## src/rtl/muldiv_pkg.sv

```systemverilog
package muldiv_pkg;
  typedef enum logic [1:0] {
    ST_IDLE = 2'd0,
    ST_LOAD = 2'd1,
    ST_ITER = 2'd2,
    ST_WB   = 2'd3
  } md_state_e;
endpackage

```

## src/rtl/muldiv_ctrl.sv

```systemverilog
module muldiv_ctrl
  import muldiv_pkg::*;
#(
  parameter int N = 8,
  localparam int CNT_W = (N > 1) ? $clog2(N) : 1
) (
  input  logic clk,
  input  logic rst_n,
  input  logic start,
  input  logic zero_div,
  output logic capture,
  output logic step,
  output logic writeback,
  output logic busy
);

  localparam logic [CNT_W-1:0] LAST = CNT_W'(N - 1);

  md_state_e       state_q, state_d;
  logic [CNT_W-1:0] cnt_q, cnt_d;

  always_comb begin
    state_d   = state_q;
    cnt_d     = cnt_q;
    capture   = 1'b0;
    step      = 1'b0;
    writeback = 1'b0;
    unique case (state_q)
      ST_IDLE: if (start) begin
        capture = 1'b1;
        state_d = ST_LOAD;
      end
      ST_LOAD: begin
        cnt_d   = '0;
        state_d = zero_div ? ST_WB : ST_ITER;
      end
      ST_ITER: begin
        step  = 1'b1;
        cnt_d = cnt_q + 1'b1;
        if (cnt_q == LAST) state_d = ST_WB;
      end
      ST_WB: begin
        writeback = 1'b1;
        state_d   = ST_IDLE;
      end
      default: state_d = ST_IDLE;
    endcase
  end

  always_ff @(posedge clk or negedge rst_n) begin
    if (!rst_n) begin
      state_q <= ST_IDLE;
      cnt_q   <= '0;
    end else begin
      state_q <= state_d;
      cnt_q   <= cnt_d;
    end
  end

  assign busy = (state_q != ST_IDLE);

  // the iteration phase is not cut short before its last count
  a_r5_iter_runs_full: assert property (@(posedge clk) disable iff (!rst_n)
    (state_q == ST_ITER && cnt_q != LAST) |=> (state_q == ST_ITER));

  // a request seen while occupied never launches a new load
  a_r6_start_ignored: assert property (@(posedge clk) disable iff (!rst_n)
    (state_q != ST_IDLE && start) |=> (state_q != ST_LOAD));

endmodule

```

## src/rtl/muldiv_dp.sv

```systemverilog
module muldiv_dp #(
  parameter int N = 8,
  localparam int W = 2 * N + 1
) (
  input  logic         clk,
  input  logic         rst_n,
  input  logic         capture,
  input  logic         step,
  input  logic         op_div,
  input  logic [N-1:0] a_in,
  input  logic [N-1:0] b_in,
  output logic         op_is_div,
  output logic         zero_div,
  output logic         wide,
  output logic [N-1:0] res_lo,
  output logic [N-1:0] res_hi
);

  logic         div_q, div_d;
  logic [N-1:0] opb_q, opb_d;
  logic [W-1:0] work_q, work_d;

  logic [N:0]   add_sum;
  logic [W-1:0] shl;
  logic [N+1:0] diff;

  always_comb begin
    add_sum = work_q[W-1:N] + {1'b0, opb_q};
    shl     = work_q << 1;
    diff    = {1'b0, shl[W-1:N]} - {2'b00, opb_q};
  end

  always_comb begin
    div_d  = div_q;
    opb_d  = opb_q;
    work_d = work_q;
    if (capture) begin
      div_d  = op_div;
      opb_d  = b_in;
      work_d = {{(N+1){1'b0}}, a_in};
    end else if (step) begin
      if (div_q) begin
        if (!diff[N+1]) work_d = {diff[N:0], shl[N-1:1], 1'b1};
        else            work_d = shl;
      end else begin
        if (work_q[0]) work_d = {add_sum, work_q[N-1:0]} >> 1;
        else           work_d = work_q >> 1;
      end
    end
  end

  always_ff @(posedge clk or negedge rst_n) begin
    if (!rst_n) begin
      div_q  <= 1'b0;
      opb_q  <= '0;
      work_q <= '0;
    end else begin
      div_q  <= div_d;
      opb_q  <= opb_d;
      work_q <= work_d;
    end
  end

  assign op_is_div = div_q;
  assign zero_div  = div_q && (opb_q == '0);
  assign wide      = |work_q[2*N-1:N];
  assign res_lo    = work_q[N-1:0];
  assign res_hi    = work_q[2*N-1:N];

  // after every division step the partial remainder stays below the divisor
  a_r2_rem_below_divisor: assert property (@(posedge clk) disable iff (!rst_n)
    (step && div_q) |=> (work_q[2*N-1:N] < opb_q));

endmodule

```

## src/rtl/muldiv_unit.sv

```systemverilog
module muldiv_unit #(
  parameter int N = 8
) (
  input  logic         clk,
  input  logic         rst_n,
  input  logic         start,
  input  logic         op_div,
  input  logic [N-1:0] a_in,
  input  logic [N-1:0] b_in,
  input  logic         b_wr,
  output logic         busy,
  output logic         done,
  output logic [N-1:0] a_out,
  output logic [N-1:0] b_out,
  output logic         carry,
  output logic         ovf
);

  logic         capture, step, writeback;
  logic         op_is_div, zero_div, wide;
  logic [N-1:0] res_lo, res_hi;

  logic [N-1:0] a_q, a_d, b_q, b_d;
  logic         ovf_q, ovf_d, done_q;

  muldiv_ctrl #(.N(N)) u_ctrl (
    .clk       (clk),
    .rst_n     (rst_n),
    .start     (start),
    .zero_div  (zero_div),
    .capture   (capture),
    .step      (step),
    .writeback (writeback),
    .busy      (busy)
  );

  muldiv_dp #(.N(N)) u_dp (
    .clk       (clk),
    .rst_n     (rst_n),
    .capture   (capture),
    .step      (step),
    .op_div    (op_div),
    .a_in      (a_in),
    .b_in      (b_in),
    .op_is_div (op_is_div),
    .zero_div  (zero_div),
    .wide      (wide),
    .res_lo    (res_lo),
    .res_hi    (res_hi)
  );

  always_comb begin
    a_d   = a_q;
    b_d   = b_q;
    ovf_d = ovf_q;
    if (writeback) begin
      if (zero_div) begin
        ovf_d = 1'b1;
      end else begin
        a_d   = res_lo;
        b_d   = res_hi;
        ovf_d = op_is_div ? 1'b0 : wide;
      end
    end else if (b_wr && !busy) begin
      b_d = b_in;
    end
  end

  always_ff @(posedge clk or negedge rst_n) begin
    if (!rst_n) begin
      a_q    <= '0;
      b_q    <= '0;
      ovf_q  <= 1'b0;
      done_q <= 1'b0;
    end else begin
      a_q    <= a_d;
      b_q    <= b_d;
      ovf_q  <= ovf_d;
      done_q <= writeback;
    end
  end

  assign a_out = a_q;
  assign b_out = b_q;
  assign ovf   = ovf_q;
  assign done  = done_q;
  assign carry = 1'b0;

  // completion is a single-cycle pulse
  a_r5_done_pulse: assert property (@(posedge clk) disable iff (!rst_n)
    done |=> !done);

  // results frozen while the unit is occupied
  a_r7_hold_while_busy: assert property (@(posedge clk) disable iff (!rst_n)
    (busy && $past(busy)) |-> ($stable(a_out) && $stable(b_out)));

  // a zero-divisor completion keeps both result registers
  a_r4_div0_keeps: assert property (@(posedge clk) disable iff (!rst_n)
    (done && ovf && op_is_div) |-> ($stable(a_out) && $stable(b_out)));

  // an idle write lands in B on the next edge
  a_r8_idle_write: assert property (@(posedge clk) disable iff (!rst_n)
    (!busy && b_wr) |=> (b_out == $past(b_in)));

endmodule

```

## config.mk

```make
export PLATFORM = sky130hd
export DESIGN_NAME = muldiv_unit
export DESIGN_NICKNAME = d
export VERILOG_FILES = /design/src/rtl/muldiv_pkg.sv /design/src/rtl/muldiv_ctrl.sv /design/src/rtl/muldiv_dp.sv /design/src/rtl/muldiv_unit.sv
export SDC_FILE = /design/constraint.sdc
export NUM_CORES = 1
export LEC_CHECK = 0
export BUFFER_PORTS_ARGS = -buffer_cell sky130_fd_sc_hd__buf_2
export CAP_MARGIN = 30
export CORE_ASPECT_RATIO = 0.6
export CORE_MARGIN = 8
export CORE_UTILIZATION = 49
export CTS_BUF_LIST = sky130_fd_sc_hd__clkbuf_2
export DETAILED_ROUTE_END_ITERATION = 6
export GPL_ROUTABILITY_DRIVEN = 0
export GPL_TIMING_DRIVEN = 0
export PLACE_DENSITY = 0.81
export SYNTH_ARGS = -nofsm -noshare
export SYNTH_HDL_FRONTEND = slang
export SYNTH_SLANG_ARGS = --single-unit
```

## constraint.sdc

```tcl
create_clock -name clk -period 4.4 [get_ports clk]
set_clock_uncertainty 0.05 [all_clocks]
set_input_delay 0.44 -clock clk [delete_from_list [all_inputs] [get_ports clk]]
set_output_delay 0.44 -clock clk [all_outputs]
set_load 0.01 [all_outputs]
```

# Yosys cells after proc, flatten, opt, wreduce, memory -nomap -nowiden
# Index checks and enable logic that the tools add are counted.
dict set report classes {
  reduce_logical 13
  n_addsub 3
  eq_ne 7
  n_bitwise 1
  muxes 19
}
# op count
set ops {}
lappend ops {{2-to-1 mux 17 bit} 4}
lappend ops {{2-to-1 mux 8 bit} 3}
lappend ops {{2-to-1 mux 16 bit} 1}
lappend ops {{subtractor 9 x 8 -> 10 bit} 1}
lappend ops {{adder 9 x 8 -> 9 bit} 1}
lappend ops {{logical NOT 8 bit} 1}
lappend ops {{one-hot mux 2 bit (4 select lines)} 1}
lappend ops {{nonzero test 2 bit} 4}
lappend ops {{OR reduction 8 bit} 1}
lappend ops {{2-to-1 mux 1 bit} 7}
lappend ops {{one-hot mux 3 bit (2 select lines)} 1}
lappend ops {{AND reduction 2 bit} 3}
lappend ops {{equality test 2 bit, second input constant} 2}
lappend ops {{2-to-1 mux 2 bit} 2}
lappend ops {{!= test 2 bit, second input constant} 2}
lappend ops {{adder 3 x 1 -> 3 bit, second input constant} 1}
lappend ops {{equality test 3 bit, second input constant} 1}
lappend ops {{equality test 2 x 1 -> 1 bit, second input constant} 1}
lappend ops {{logical AND 1 bit} 2}
lappend ops {{logical NOT 2 bit} 1}
lappend ops {{!= test 2 x 1 -> 1 bit, second input constant} 1}
lappend ops {{logical NOT 1 bit} 1}
lappend ops {{NOT 1 bit} 1}
dict set report totals {
  inputBits 21
  word_cells 52
  regBits 49
  out_inout_bits 20
}

# Longest topological paths before layout
dict set report logic_depth {
  ltp_word 5
  mapped_depth 9
  mapped_depth_nobuf 9
}

# Cells and area by module
# Synthesis repeated with hierarchy kept, for this count alone.
dict set report unflattened {
  hier_cells 383
  area_unflattened_um2 3470.8
}
# mod area_per_inst_um2 instances cells_per_inst seq_area_each_um2
set by_module_without_submodules {}
lappend by_module_without_submodules {muldiv_dp 2267.2 1 276 650.6}
lappend by_module_without_submodules {muldiv_unit 868.3 1 74 450.4}
lappend by_module_without_submodules {muldiv_ctrl 335.3 1 33 125.1}

# Worst setup path after synthesis
# Ideal clock, no wire load.
dict set report synth_timing {
  path_kind {reg2reg}
  from {reg u_dp.work_q[8]}
  to {reg u_dp.work_q[13]}
  t_required_ns 4.224
  period_less_slack_ns 2.083
  path_stages_with_launch 10
  n_path_buf 0
  t_arrival_ns 1.907
  setup_ns 0.126
  path_slack_ns 2.317
  path_cell_list {dfrtp_1 -> ha_1 -> inv_1 -> fa_1 -> nor2b_1 -> o31a_1 -> o21a_1 -> nor2_1 -> xnor2_1 -> o311a_1}
}
dict set report synth_between {
  elab_chain_len 5
  elab_cells_between_ends 7
  classes_between {add/sub (2); mux (5)}
}
# element line_no
set synth_lines {}
lappend synth_lines {{from (decl)} muldiv_dp.sv:21} ;# logic [W-1:0] work_q, work_d;
lappend synth_lines {{from (signal assigned)} muldiv_dp.sv:60} ;# work_q <= work_d;
lappend synth_lines {{adder 9 x 8 -> 9 bit or subtractor 9 x 8 -> 10 bit (tied branches)} {muldiv_dp.sv:28, muldiv_dp.sv:30}}
lappend synth_lines {{2-to-1 mux 16 bit or 2-to-1 mux 17 bit (tied branches)} {muldiv_dp.sv:46, muldiv_dp.sv:43}}
lappend synth_lines {{2-to-1 mux 17 bit (*)} muldiv_dp.sv:42} ;# if (div_q) begin
lappend synth_lines {{2-to-1 mux 17 bit (*)} muldiv_dp.sv:41} ;# end else if (step) begin
lappend synth_lines {{2-to-1 mux 17 bit (*)} muldiv_dp.sv:37} ;# if (capture) begin
# Mark *: on every way between the ends. The rest lies on a longest branch, timed or not. The select of a mux whose other input is x is not followed.
# A chain may end at the register's enable or synchronous reset.

# Worst setup path in the final report
dict set report layout_timing {
  from {reg u_dp.work_q[7]}
  to {reg u_dp.work_q[16]}
}
dict set report layout_between {
  elab_chain_len 5
}
# element line_no
set layout_lines {}
lappend layout_lines {{subtractor 9 x 8 -> 10 bit} muldiv_dp.sv:30} ;# diff = {1'b0, shl[W-1:N]} - {2'b00, opb_q};
lappend layout_lines {{2-to-1 mux 17 bit} muldiv_dp.sv:43} ;# if (!diff[N+1]) work_d = {diff[N:0], shl[N-1:1], 1'b1};
lappend layout_lines {{2-to-1 mux 17 bit} muldiv_dp.sv:42}
lappend layout_lines {{2-to-1 mux 17 bit} muldiv_dp.sv:41}
lappend layout_lines {{2-to-1 mux 17 bit} muldiv_dp.sv:37}
# Every way passes these cells. The select of a mux whose other input is x is not followed.

==> impl_results.md <==
* Num ports at 41
* Number of synthesized flops with an enable pin at 0
* Initial antenna violation count at 0
* Post-synth top flop: dfrtp_1
* CTS Buffer Depth at 2
* Status: finished clean
* CP Class: flip-flop to flip-flop
* Leakage at 0.001626 µW
* Number of synthesized register bits at 49
* Vias in the first global route at 2778
* Max-cap viol count at 0
* Remaining DRCs at 0
* Crit end category: flip-flop
* Clock latency on the worst-skew pair at 0.46 ns
* Rows at 23
* Data required time of the critical path at 4.73 ns
* DRT Pass-1 Iters at 7
* Final wirelength at 8.626 mm
* Fin crit share at 57.12%
* # hold bufs at CTS at 1
* Seq/Total Area, Yosys at 38.00%
* Detailed Route Iter0 Violations at 192
* Vias per cell at 5.914
* Core ar. at 0.006533 mm²
* Rel. slew slack at 57.85%
* Netlist cell types at 53
* Hold WC Path Type: input port to flip-flop
* Layout cell share with drive strength beyond 1 at 17.66%
* Fraction of registers with async set/reset at 100.0%
* DP HPWL at 6.760 mm
* PortBufs at 39
* Wire per inst at 17.60 µm
* Crit Path Max Fanout at 3
* Nets at 447
* Avg Inst Size Synth at 9.141 µm²
* Unrepaired setup endpoints after global routing: no
* CTS tree: yes
* Clk slew on worst S/H paths at 0.28 ns
* Clk sinks at 49
* Post-cts resize count at 0
* H-tree levels at 2
* Die width at 120.8 µm
* Global-route wire length before repair at 14.13 mm
* Clock period minus worst slack at 2.513 ns
* Max Freq at 397.9 MHz
* TNS Setup at 0 ns
* Chip height at 78.86 µm
* Remaining global-route overflow at 0
* Post-synth top area cell: dfrtp_1
* WP data arrival at 2.84 ns
* Synth warn at 0
* Final hold vios at 0
* Synthesized instance count at 353
* Post-synth top area share at 38.00%
* Startpoint types: flip-flop
* Syn Nets at 399
* Netlist Area Pre-Place at 0.003227 mm²
* Fin. max-slew vios at 0
* Num CTS Buffers at 5
* Area Growth Syn to Fin at 11.86%
* PD cells at 872.3 mW/mm²
* Total GRT Usage at 18.39%
* Final Core Density at 55.26%
* Largest cells by area after synthesis: dfrtp_1 38%, ha_1 8.9%, mux2i_1 6.5%
* Die Area at 0.009524 mm²
* Clk root buf: clkbuf_2
* Total number of vias at 2898
* Peak supply drop at 0.0003946 V
* Count of final setup violators at 0
* Commonest non-fill, non-tap cells in the layout: 49 x dfrtp_1, 41 x buf_2, 39 x o21ai_0
* Largest net degree at the start of global routing at 32
* Worst hold margin at 0.1084 ns
* Antenna Violating Nets Remaining at 0
* Initial core utilization at 49.40%
* Most common cell after layout, fill and taps aside: dfrtp_1
* Post-CTS setup buffer count at 0
* Worst Tran Pin Value at 0.6323 ns
## synthesized netlist by cell type, types with 2 or more instances
master and number:
ha_1 23, buf_4 2, o21ai_0 39, nor4_1 3, a211o_1 2, o21bai_1 2, nor2b_1 5, nand2b_1 2
nand3b_1 6, a31o_2 2, xnor2_1 2, buf_2 2, nand3_1 5, nor2_1 27, mux2i_1 21, nand2_1 36
clkbuf_1 13, a21oi_1 25, inv_1 22, nor3_1 4, a31oi_1 4, o211ai_1 2, a21o_1 3, mux2_2 9
o21a_1 4, o311a_1 2, a211oi_1 8, dfrtp_1 49, o31ai_2 2, xor2_1 3, fa_1 2
## cell type report
type,count,area (µm²)
inverter,22,82.58
multi-input combinational,264,1833
clock buffer,5,25.02
buffer,18,85.08
fill,559,2923
tap,87,108.9
timing repair buffer,41,225.2
sequential,49,1226
antenna,1,2.502
clock inverter,3,21.27
## registers in the layout, indices dropped and copies added (netlist names)
name and flops:
u_dp.work_q 17, u_dp.opb_q 8, b_out 8, ovf 1
u_ctrl.state_q 2, u_ctrl.cnt_q 3, u_dp.op_is_div 1, done 1
a_out 8
## report_power, final
part | switching [µW] | total (µW) | internal, µW | leakage [µW]
clock | 163 | 203 | 40.2 | 0.0000294
sequential | 216 | 885 | 669 | 0.000587
combinational | 1200 | 2060 | 865 | 0.00101
total | 1570 | 3150 | 1570 | 0.00163
## routing by layer
layer  track usage (%)  vias up  wire length (µm)
li1                  -     1351                 -
met1             26.50     1387              4008
met2             26.01      139              3559
met3             6.157       21               958
met4             3.965        0                99
met5                 0        -                 0
## logic make-up (layout without fill, tap and decap cells)
| logic type | Yosys count | in the layout | synth area share [%] |
|---|---|---|---|
| DFF | 49 | 49 | 38.00 |
| adders and majority gates | 25 | 25 | 10.16 |
| other | 1 | 2 | 0.1162 |
| muxes | 30 | 30 | 9.655 |
| xor gates and xnor gates | 5 | 5 | 1.357 |
| and+or+nand+nor | 96 | 96 | 14.23 |
| AOI/OAI and AO/OA | 107 | 107 | 21.29 |
| buffers and inverters | 40 | 89 | 5.196 |
## final timing paths
| path | startpoint | end | slack (ns) | depth (start not counted) |
|---|---|---|---|---|
| min reg2reg | a_out[2]$_DFFE_PN0P_ | a_out[2]$_DFFE_PN0P_ | 0.50 | 1 |
| max in group asynchronous | rst_n | b_out[1]$_DFFE_PN0P_ | 3.42 | 3 |
| min | op_div | u_dp.op_is_div$_DFFE_PN0P_ | 0.11 | 3 |
| min in group asynchronous | rst_n | a_out[3]$_DFFE_PN0P_ | 0.34 | 2 |
| max | u_dp.work_q[7]$_DFFE_PN0P_ | u_dp.work_q[16]$_DFFE_PN0P_ | 1.89 | 9 |
| max reg2reg | u_dp.work_q[7]$_DFFE_PN0P_ | u_dp.work_q[16]$_DFFE_PN0P_ | 1.89 | 9 |
## worst max-delay path, stage by stage, from the launching register on
cell	delay [ns]
dfrtp_1	0.44
inv_1	0.11
ha_1	0.26
fa_1	0.39
nor2b_1	0.23
o21bai_1	0.13
a21boi_0	0.30
o41ai_1	0.13
mux2i_1	0.13
o31ai_1	0.26
## per-stage QoR
stage / total power (µW) / instance area (µm²) / worst slack, ns / std cells
after floorplan: 2363 / 3227 / 2.317 / 353
after detailed placement: 2911 / 3551 / 2.006 / 480
after global placement: 2818 / 3531 / 2.084 / 479
final: 3149 / 3610 / 1.887 / 490
after CTS: 3115 / 3607 / 1.926 / 489
after global routing: 3424 / 3607 / 1.728 / 489
Power figures use the tool's default switching activity.
